[config.mk]
export PLATFORM = sky130hd
export DESIGN_NAME = ivl_timer
export DESIGN_NICKNAME = d
export VERILOG_FILES = /design/src/rtl/ivl_timer_pkg.sv /design/src/rtl/ivl_tick_sel.sv /design/src/rtl/ivl_run_fsm.sv /design/src/rtl/ivl_count_core.sv /design/src/rtl/ivl_ctrl_regs.sv /design/src/rtl/ivl_timer.sv
export SDC_FILE = /design/constraint.sdc
export NUM_CORES = 1
export LEC_CHECK = 0
export ABC_AREA = 1
export BUFFER_PORTS_ARGS = -buffer_cell sky130_fd_sc_hd__buf_2
export CAP_MARGIN = 40
export CORE_MARGIN = 2
export CORE_UTILIZATION = 35
export CTS_CLUSTER_SIZE = 28
export DETAILED_ROUTE_END_ITERATION = 10
export PLACE_DENSITY = 0.57
export RECOVER_POWER = 25
export SETUP_SLACK_MARGIN = 0.1
export SLEW_MARGIN = 40
export SYNTH_ARGS = -nofsm -noshare
export SYNTH_HDL_FRONTEND = slang
export SYNTH_HIERARCHICAL = 1
export SYNTH_SLANG_ARGS = --single-unit
[constraint.sdc]
create_clock -name clk -period 3.2 [get_ports clk]
set_clock_uncertainty 0.1 [all_clocks]
set_input_delay 0.96 -clock clk [delete_from_list [all_inputs] [get_ports clk]]
set_output_delay 0.96 -clock clk [all_outputs]
set_load 0.03 [all_outputs]
[src/rtl/ivl_timer_pkg.sv]
package ivl_timer_pkg;
    typedef enum logic [0:0] {
        ST_IDLE = 1'b0,
        ST_RUN  = 1'b1
    } run_state_e;

    typedef enum logic [1:0] {
        REG_CTRL  = 2'd0,
        REG_DATA  = 2'd1,
        REG_COUNT = 2'd2,
        REG_LATCH = 2'd3
    } reg_addr_e;

    localparam int CTL_RUN    = 0;
    localparam int CTL_FLAG   = 1;
    localparam int CTL_IEN    = 2;
    localparam int CTL_SEL_LO = 3;
endpackage

[src/rtl/ivl_tick_sel.sv]
module ivl_tick_sel #(
    parameter int NUM_SRC = 3,
    parameter int SEL_W   = 2
) (
    input  logic               clk,
    input  logic               rst_n,
    input  logic [NUM_SRC-1:0] tick_i,
    input  logic [SEL_W-1:0]   sel_i,
    output logic               tick_o
);
    logic [NUM_SRC-1:0] hit;

    for (genvar g = 0; g < NUM_SRC; g++) begin : g_src
        assign hit[g] = tick_i[g] & (sel_i == SEL_W'(g));
    end

    assign tick_o = |hit;

    // codes past the last source never produce a count enable
    assert_unused_code_quiet_R1: assert property (@(posedge clk) disable iff (!rst_n)
        (int'(sel_i) >= NUM_SRC) |-> !tick_o);
endmodule

[src/rtl/ivl_run_fsm.sv]
module ivl_run_fsm
    import ivl_timer_pkg::*;
(
    input  logic clk,
    input  logic rst_n,
    input  logic ctrl_wr_i,
    input  logic run_bit_i,
    output logic run_o,
    output logic arm_o
);
    run_state_e state_q, state_d;

    always_ff @(posedge clk or negedge rst_n) begin
        if (!rst_n) state_q <= ST_IDLE;
        else        state_q <= state_d;
    end

    always_comb begin
        state_d = state_q;
        unique case (state_q)
            ST_IDLE: if (ctrl_wr_i && run_bit_i)  state_d = ST_RUN;   // ARM
            ST_RUN:  if (ctrl_wr_i && !run_bit_i) state_d = ST_IDLE;  // HALT
        endcase
    end

    always_comb begin
        run_o = 1'b0;
        arm_o = 1'b0;
        unique case (state_q)
            ST_IDLE: arm_o = ctrl_wr_i & run_bit_i;
            ST_RUN:  run_o = 1'b1;
        endcase
    end

    // rewriting run=1 while running keeps the state
    assert_stay_running_R9: assert property (@(posedge clk) disable iff (!rst_n)
        (state_q == ST_RUN && ctrl_wr_i && run_bit_i) |=> (state_q == ST_RUN && !arm_o));
    // HALT always lands in idle
    assert_halt_idles_R7: assert property (@(posedge clk) disable iff (!rst_n)
        (ctrl_wr_i && !run_bit_i) |=> !run_o);
endmodule

[src/rtl/ivl_count_core.sv]
module ivl_count_core #(
    parameter int W = 8
) (
    input  logic         clk,
    input  logic         rst_n,
    input  logic         run_i,
    input  logic         arm_i,
    input  logic         tick_i,
    input  logic [W-1:0] data_i,
    output logic [W-1:0] cnt_o,
    output logic [W-1:0] latch_o,
    output logic         match_o
);
    logic [W-1:0] cnt_q, latch_q;
    logic         step;

    assign step    = run_i & tick_i & ~arm_i;
    assign match_o = step & (cnt_q == latch_q);

    always_ff @(posedge clk or negedge rst_n) begin
        if (!rst_n) begin
            cnt_q   <= '0;
            latch_q <= '0;
        end else if (arm_i || match_o) begin
            cnt_q   <= '0;
            latch_q <= data_i;
        end else if (step) begin
            cnt_q   <= cnt_q + W'(1);
        end
    end

    assign cnt_o   = cnt_q;
    assign latch_o = latch_q;

    // counter stays within the latched bound
    assert_cnt_bounded_R3: assert property (@(posedge clk) disable iff (!rst_n)
        cnt_q <= latch_q);
    // a match wraps the counter and reloads the latch
    assert_match_reload_R4: assert property (@(posedge clk) disable iff (!rst_n)
        (run_i && tick_i && !arm_i && cnt_q == latch_q) |=> (cnt_q == '0 && latch_q == $past(data_i)));
    // arming clears and loads
    assert_arm_load_R2: assert property (@(posedge clk) disable iff (!rst_n)
        arm_i |=> (cnt_q == '0 && latch_q == $past(data_i)));
    // nothing moves while idle
    assert_hold_idle_R7: assert property (@(posedge clk) disable iff (!rst_n)
        (!run_i && !arm_i) |=> ($stable(cnt_q) && $stable(latch_q)));
    // latch only changes at arm or match
    assert_latch_deferred_R8: assert property (@(posedge clk) disable iff (!rst_n)
        (!arm_i && !match_o) |=> $stable(latch_q));
endmodule

[src/rtl/ivl_ctrl_regs.sv]
module ivl_ctrl_regs #(
    parameter int SEL_W = 2
) (
    input  logic             clk,
    input  logic             rst_n,
    input  logic             ctrl_wr_i,
    input  logic             flag_bit_i,
    input  logic             ien_bit_i,
    input  logic [SEL_W-1:0] sel_bits_i,
    input  logic             match_i,
    output logic             flag_o,
    output logic             ien_o,
    output logic [SEL_W-1:0] sel_o,
    output logic             irq_o
);
    logic             flag_q, flag_d, ien_q, ien_d, irq_q;
    logic [SEL_W-1:0] sel_q, sel_d;

    always_comb begin
        ien_d  = ctrl_wr_i ? ien_bit_i  : ien_q;
        sel_d  = ctrl_wr_i ? sel_bits_i : sel_q;
        flag_d = flag_q;
        if (ctrl_wr_i && !flag_bit_i) flag_d = 1'b0;
        if (match_i)                  flag_d = 1'b1;
    end

    always_ff @(posedge clk or negedge rst_n) begin
        if (!rst_n) begin
            flag_q <= 1'b0;
            ien_q  <= 1'b0;
            sel_q  <= '0;
            irq_q  <= 1'b0;
        end else begin
            flag_q <= flag_d;
            ien_q  <= ien_d;
            sel_q  <= sel_d;
            irq_q  <= flag_d & ien_d;
        end
    end

    assign flag_o = flag_q;
    assign ien_o  = ien_q;
    assign sel_o  = sel_q;
    assign irq_o  = irq_q;

    // request tracks flag and enable
    assert_irq_tracks_R5: assert property (@(posedge clk) disable iff (!rst_n)
        irq_o == (flag_q & ien_q));
    // match wins over a clear
    assert_match_sets_flag_R6: assert property (@(posedge clk) disable iff (!rst_n)
        match_i |=> flag_q);
    // a clear without match empties the flag
    assert_clear_flag_R6: assert property (@(posedge clk) disable iff (!rst_n)
        (ctrl_wr_i && !flag_bit_i && !match_i) |=> !flag_q);
endmodule

[src/rtl/ivl_timer.sv]
module ivl_timer
    import ivl_timer_pkg::*;
#(
    parameter int W       = 8,
    parameter int NUM_SRC = 3
) (
    input  logic               clk,
    input  logic               rst_n,
    input  logic               bus_we,
    input  logic [1:0]         bus_addr,
    input  logic [W-1:0]       bus_wdata,
    output logic [W-1:0]       bus_rdata,
    input  logic [NUM_SRC-1:0] tick_in,
    output logic               irq_o
);
    localparam int SEL_W = $clog2(NUM_SRC + 1);

    reg_addr_e        addr_e;
    logic             ctrl_wr, run, arm, tick, match, flag, ien;
    logic [SEL_W-1:0] sel;
    logic [W-1:0]     data_q, cnt, latch, ctrl_rd;

    assign addr_e  = reg_addr_e'(bus_addr);
    assign ctrl_wr = bus_we && (addr_e == REG_CTRL);

    always_ff @(posedge clk or negedge rst_n) begin
        if (!rst_n)                           data_q <= '0;
        else if (bus_we && addr_e == REG_DATA) data_q <= bus_wdata;
    end

    ivl_run_fsm u_fsm (
        .clk       (clk),
        .rst_n     (rst_n),
        .ctrl_wr_i (ctrl_wr),
        .run_bit_i (bus_wdata[CTL_RUN]),
        .run_o     (run),
        .arm_o     (arm)
    );

    ivl_ctrl_regs #(.SEL_W(SEL_W)) u_ctrl (
        .clk        (clk),
        .rst_n      (rst_n),
        .ctrl_wr_i  (ctrl_wr),
        .flag_bit_i (bus_wdata[CTL_FLAG]),
        .ien_bit_i  (bus_wdata[CTL_IEN]),
        .sel_bits_i (bus_wdata[CTL_SEL_LO +: SEL_W]),
        .match_i    (match),
        .flag_o     (flag),
        .ien_o      (ien),
        .sel_o      (sel),
        .irq_o      (irq_o)
    );

    ivl_tick_sel #(.NUM_SRC(NUM_SRC), .SEL_W(SEL_W)) u_tick (
        .clk    (clk),
        .rst_n  (rst_n),
        .tick_i (tick_in),
        .sel_i  (sel),
        .tick_o (tick)
    );

    ivl_count_core #(.W(W)) u_core (
        .clk     (clk),
        .rst_n   (rst_n),
        .run_i   (run),
        .arm_i   (arm),
        .tick_i  (tick),
        .data_i  (data_q),
        .cnt_o   (cnt),
        .latch_o (latch),
        .match_o (match)
    );

    always_comb begin
        ctrl_rd                        = '0;
        ctrl_rd[CTL_RUN]               = run;
        ctrl_rd[CTL_FLAG]              = flag;
        ctrl_rd[CTL_IEN]               = ien;
        ctrl_rd[CTL_SEL_LO +: SEL_W]   = sel;
    end

    always_comb begin
        unique case (addr_e)
            REG_CTRL:  bus_rdata = ctrl_rd;
            REG_DATA:  bus_rdata = data_q;
            REG_COUNT: bus_rdata = cnt;
            REG_LATCH: bus_rdata = latch;
        endcase
    end

    // a data write leaves counter and latch alone unless a match or arm coincides
    assert_data_write_local_R8: assert property (@(posedge clk) disable iff (!rst_n)
        (bus_we && addr_e == REG_DATA && !tick) |=> ($stable(cnt) && $stable(latch)));
    // read-only slots ignore writes
    assert_ro_slots_R10: assert property (@(posedge clk) disable iff (!rst_n)
        (bus_we && (addr_e == REG_COUNT || addr_e == REG_LATCH)) |=> $stable(data_q));
endmodule

==> metrics, run 1 <==
vias per cell=4.69; DIE WIDTH=77.4 um; Post-layout nets=311; GRT overflow=0; WL per Instance=12.7 um; Hold Buf Count CTS=0; initial core utilization=0.365; number of global-route vias before repair=1687; Ys Warns=6; ant diodes=0; DP HPWL=3440 um; initial antenna violation count=0; Worst IR Drop VDD=355 uV; Critical Path AT=1.85 ns; sequential fraction of design power=0.417; setup TNS=0 ns; CTS tree=done; Min Hold Slack=0.414 ns; Comb pwr share=0.361; RSZ-0062 raised after global routing=false; Int Power=849 uW; final cycle utilization of the critical path=0.910; setup violators final=0; Layout fillers=539; commonest non-fill, non-tap cell in the layout=nand2_1; most frequent cells in the layout=94 x nand2_1, 39 x nand3_1, 30 x dfrtp_1; clock power share=0.222; fin. max-slew vios=31; Req. time, crit path=2.14 ns; switch share=0.425; Post-Route WL=4650 um; Pwr Total=1.48 mW; clock sink total=30; PostCTS Resize Cnt=0; largest net degree at the start of global routing=31; layout cells sized above 1=0.207; CTS max path bufs=2; failing checks=max-capacitance violations, max-slew violations; die area=6000 um2; synth unique cells=23; IO Count=25; register area share after synthesis=0.398; synthesized cell area=1890 um2; fmax=0.344 GHz; Worst slew margin=-0.116; via count=1711; Worst Setup End Kind=output port; pin slew with the least headroom to its limit=1.67 ns; syn nets=284; Final Hold Fails=0; DRC errors left=0; H-tree depth=2; status=complete, but fails checks; ANT nets after route=0; FP Rows=26; max-cap viol count=1; die height=77.4 um; Final Critical Period=2.91 ns; Initial DRT Pass Iterations=5; Sw Pwr=627 uW; post-synthesis register bit count=30; Mapped Cells=267; GRT Overall Usage=0.172; Detailed Route Iter0 Violations=125; port bufs=24; clock buffer count from CTS=5; CP Launch Type=input port; fin util=0.417; clock latency on the worst-skew pair=0.29 ns; Hold Path Class=flop to flop; Clk pin slew, worst setup/hold paths=0.07 ns; P&R area growth vs syn=14.1%; gpl congestion=0.842; placeable core region=5170 um2; critical-path maximum fanout=16; setup bufs post-CTS=0; global-route wire length before repair=8110 um; Syn Area/Cell=7.07 um2; Power Density=685 nW/um2; Root Driver=clkbuf_8; Leak=1.13 nW; CP Class=input port to output port
[synth_stat cells (all sizes together)]
cell type / number / area (um2)
buf: 5 / 46.3
nand4: 10 / 62.6
o21ai: 2 / 10.0
nand3: 40 / 213
inv: 33 / 124
o22ai: 3 / 18.8
ha: 1 / 12.5
xnor2: 2 / 17.5
dfrtp: 30 / 751
xor2: 4 / 35.0
nor2: 24 / 118
a21oi: 1 / 8.76
nand2: 110 / 463
nor3: 1 / 5.00
clkbuf: 1 / 3.75
[power by group through the flow]
stage	registers, mW	clock network, mW	logic [mW]
2_1_floorplan	0.584	0	0.424
3_3_place_gp	0.621	0	0.528
6_report	0.616	0.328	0.533
5_1_grt	0.636	0.355	0.609
4_1_cts	0.614	0.336	0.534
3_5_place_dp	0.619	0	0.531
[final timing paths]
path                            startpoint                end  slack [ns]  depth (start not counted)
hold / removal                   data_q[4]  u_core/latch_o[4]        0.41                          2
max in group asynchronous            rst_n  u_core/latch_o[5]        1.03                          1
setup reg to reg           u_ctrl/sel_o[1]  u_core/latch_o[7]        1.24                         11
hold reg to reg                  data_q[4]  u_core/latch_o[4]        0.41                          2
setup / recovery               bus_addr[0]       bus_rdata[1]        0.29                          5
min in group asynchronous            rst_n      u_ctrl/flag_o        0.99                          1
[kinds of logic after synthesis]
group	share of synthesized area
compound gates	0.0199
simple gates	0.456
fa+ha+maj	0.00663
buf+inv	0.0921
flops	0.398
xor+xnor	0.0278
[stage by stage]
step	setup slack [ns]	instances	instance area, um2
after CTS	0.298	365	2160
after detailed placement	0.300	357	2060
final	0.290	365	2150
after floorplan	0.289	267	1890
after global placement	0.287	357	2060
after global routing	0.169	365	2150
[area by class of cell]
class | instances | area [um2] | share of cell area
clock buffers | 6 | 82.6 | 0.0383
well taps | 70 | 87.6 | 0.0407
repair buffers | 26 | 134 | 0.0621
flip-flops and latches | 30 | 751 | 0.348
clock inverters | 2 | 12.5 | 0.00581
multi-input cells | 198 | 963 | 0.447
inverters | 33 | 124 | 0.0575
[critical path, stage by stage]
cell     delay, ns
buf_2         0.19
nor2_1        0.31
nand2_1       0.10
nand4_1       0.08
buf_2         0.20
[metal layers]
| layer | track usage | vias up | wire (um) |
|---|---|---|---|
| met5 | 0 | - | 0 |
| met4 | 0.0714 | 0 | 97 |
| met3 | 0.0360 | 8 | 255 |
| met2 | 0.269 | 45 | 2060 |
| met1 | 0.232 | 768 | 2240 |
| li1 | - | 890 | - |
[flip-flops by register name (all words and copies together) (netlist names), named ones only]
name,flops
u_ctrl/sel_o,2
u_ctrl/flag_o,1
u_core/cnt_o,8
data_q,8
u_ctrl/irq_o,1
u_core/latch_o,8
u_ctrl/ien_o,1
Power figures use the tool's default switching activity.
==> inputs of run 2 (changes only) <==
--- a/config.mk
+++ b/config.mk
@@ -6,13 +6,15 @@
 export NUM_CORES = 1
 export LEC_CHECK = 0
 export ABC_AREA = 1
-export BUFFER_PORTS_ARGS = -buffer_cell sky130_fd_sc_hd__buf_2
 export CAP_MARGIN = 40
+export CORE_ASPECT_RATIO = 1.4
 export CORE_MARGIN = 2
 export CORE_UTILIZATION = 35
 export CTS_CLUSTER_SIZE = 28
 export DETAILED_ROUTE_END_ITERATION = 10
-export PLACE_DENSITY = 0.57
+export DONT_BUFFER_PORTS = 1
+export GPL_ROUTABILITY_DRIVEN = 0
+export PLACE_DENSITY = 0.53
 export RECOVER_POWER = 25
 export SETUP_SLACK_MARGIN = 0.1
 export SLEW_MARGIN = 40
==> run 2 against run 1 <==
  * The flow now finishes without violations
  * Via count decreased by 3.4%
  * Routed wire length increased by 5.7%
  * Register-to-register slack improved by 0.02 ns
  * Power increased by 0.34%
  * Cell area decreased by 5.4%
  * Sequential cell count unchanged
  * Critical path depth decreased by 2
  * Sequential share of layout area increased by 2.0 points
  * Worst setup slack improved by 0.20 ns
  * Non-clock buffer count decreased by 25
  * First-iteration DRC count decreased by 46%
  * Critical path type unchanged
  * Critical endpoint is now bus_rdata[4]
  * Largest power group unchanged
  * Highest routed layer unchanged
==> metrics, run 2 (synthesized netlist as in run 1, its figures left out) <==
status=finished, final reports clean; Post-Route WL=4920 um (+5.7%); die height=90.9 um (+17%); CTS tree=done; Detailed Route Iter0 Violations=67 (-46%); layout cells sized above 1=0.137 (-0.0697); PostCTS Resize Cnt=0 (unchanged); Layout fillers=576 (+6.9%); commonest non-fill, non-tap cell in the layout=nand2_1; via count=1652 (-3.4%); Worst slew margin=0.666 (+0.782); Sw Pwr=612 uW (-2.4%); number of global-route vias before repair=1688 (+0.059%); setup TNS=0 ns (unchanged); CP Class=input port to output port; WL per Instance=14.6 um (+15%); Power Density=727 nW/um2 (+6.1%); Leak=1.04 nW (-8.4%); switch share=0.413 (-0.0117); Req. time, crit path=2.14 ns (about the same); H-tree depth=2 (unchanged); final cycle utilization of the critical path=0.846 (-0.0631); Int Power=869 uW (+2.4%); sequential fraction of design power=0.423 (+0.006); critical-path maximum fanout=16 (unchanged); Initial DRT Pass Iterations=4 (-1); Critical Path AT=1.65 ns (-0.20 ns); Post-layout nets=286 (-8.0%); global-route wire length before repair=8180 um (+0.94%); GRT Overall Usage=0.181 (+0.00851); port bufs=0 (-100%); vias per cell=4.92 (+4.9%); fmax=0.369 GHz (+7.5%); ANT nets after route=0 (unchanged); clock buffer count from CTS=5 (unchanged); RSZ-0062 raised after global routing=false; initial antenna violation count=0 (unchanged); DRC errors left=0 (unchanged); initial core utilization=0.363 (-0.00176); clock sink total=30 (unchanged); P&R area growth vs syn=7.95%; clock power share=0.244 (+0.022); die area=6010 um2 (+0.15%); fin util=0.392 (-0.0244); placeable core region=5200 um2 (+0.48%); fin. max-slew vios=0 (-100%); Comb pwr share=0.333 (-0.028); Root Driver=clkbuf_8; IO Count=25 (unchanged); CP Launch Type=input port; ant diodes=0 (unchanged); Clk pin slew, worst setup/hold paths=0.07 ns (about the same); largest net degree at the start of global routing=31 (unchanged); setup violators final=0 (unchanged); CTS max path bufs=2 (unchanged); Pwr Total=1.48 mW (+0.34%); Final Hold Fails=0 (unchanged); max-cap viol count=0 (-1); DP HPWL=3760 um (+9.4%); Final Critical Period=2.71 ns (-0.202 ns); FP Rows=31 (+19%); Hold Path Class=input port to async pin; GRT overflow=0 (unchanged); most frequent cells in the layout=94 x nand2_1, 39 x nand3_1, 30 x dfrtp_1; Hold Buf Count CTS=0 (unchanged); setup bufs post-CTS=0 (unchanged); clock latency on the worst-skew pair=0.28 ns (about the same); pin slew with the least headroom to its limit=0.500 ns (-1.17 ns); Worst Setup End Kind=output port; DIE WIDTH=66.1 um (-15%); Worst IR Drop VDD=449 uV (+26%)
-- run 2: per-layer routing --
layer / vias up / global-route usage / part of all wire
li1: 842 / - / -
met1: 764 / 0.206 / 0.40
met2: 35 / 0.316 / 0.54
met3: 11 / 0.0312 / 0.034
met4: 0 / 0.0884 / 0.027
met5: - / 0 / 0
-- run 2: layout make-up --
class / instances / area, um2 / area share
tap: 66 / 82.6 / 0.0405
multi-input combinational: 198 / 963 / 0.473
inverter: 33 / 124 / 0.0608
clock buffer: 8 / 110 / 0.0540
sequential: 30 / 751 / 0.368
timing repair buffer: 1 / 7.51 / 0.00368
-- run 2: final timing paths --
path                       cells after the start  slack, ns            start                 to
max in group asynchronous                      0       2.65            rst_n          data_q[0]
min in group clk                               2       0.42        data_q[0]          data_q[0]
setup / recovery                               3       0.49      bus_addr[0]       bus_rdata[4]
hold reg to reg                                2       0.42        data_q[0]          data_q[0]
hold / removal                                 0       0.26            rst_n          data_q[7]
setup reg to reg                              11       1.26  u_ctrl/sel_o[1]  u_core/latch_o[2]
-- run 2: critical path, stage by stage --
cell     delay [ns]
nor2_1         0.29
nand2_1        0.11
nand4_1        0.29
-- run 2: through the flow --
step | std cells | hold slack [ns] | area [um2] | worst slack, ns
after global placement | 328 | 0.400 | 1930 | 0.479
after floorplan | 267 | 0.364 | 1890 | 0.289
after global routing | 336 | 0.251 | 2040 | 0.414
final | 336 | 0.264 | 2040 | 0.492
after CTS | 336 | 0.258 | 2040 | 0.468
after detailed placement | 328 | 0.409 | 1930 | 0.467
-- run 2: power groups by stage --
stage	registers (mW)	logic (mW)	clock network, mW
6_report	0.627	0.493	0.361
5_1_grt	0.644	0.550	0.384
4_1_cts	0.628	0.494	0.368
3_5_place_dp	0.633	0.492	0
3_3_place_gp	0.634	0.487	0
2_1_floorplan	0.584	0.424	0
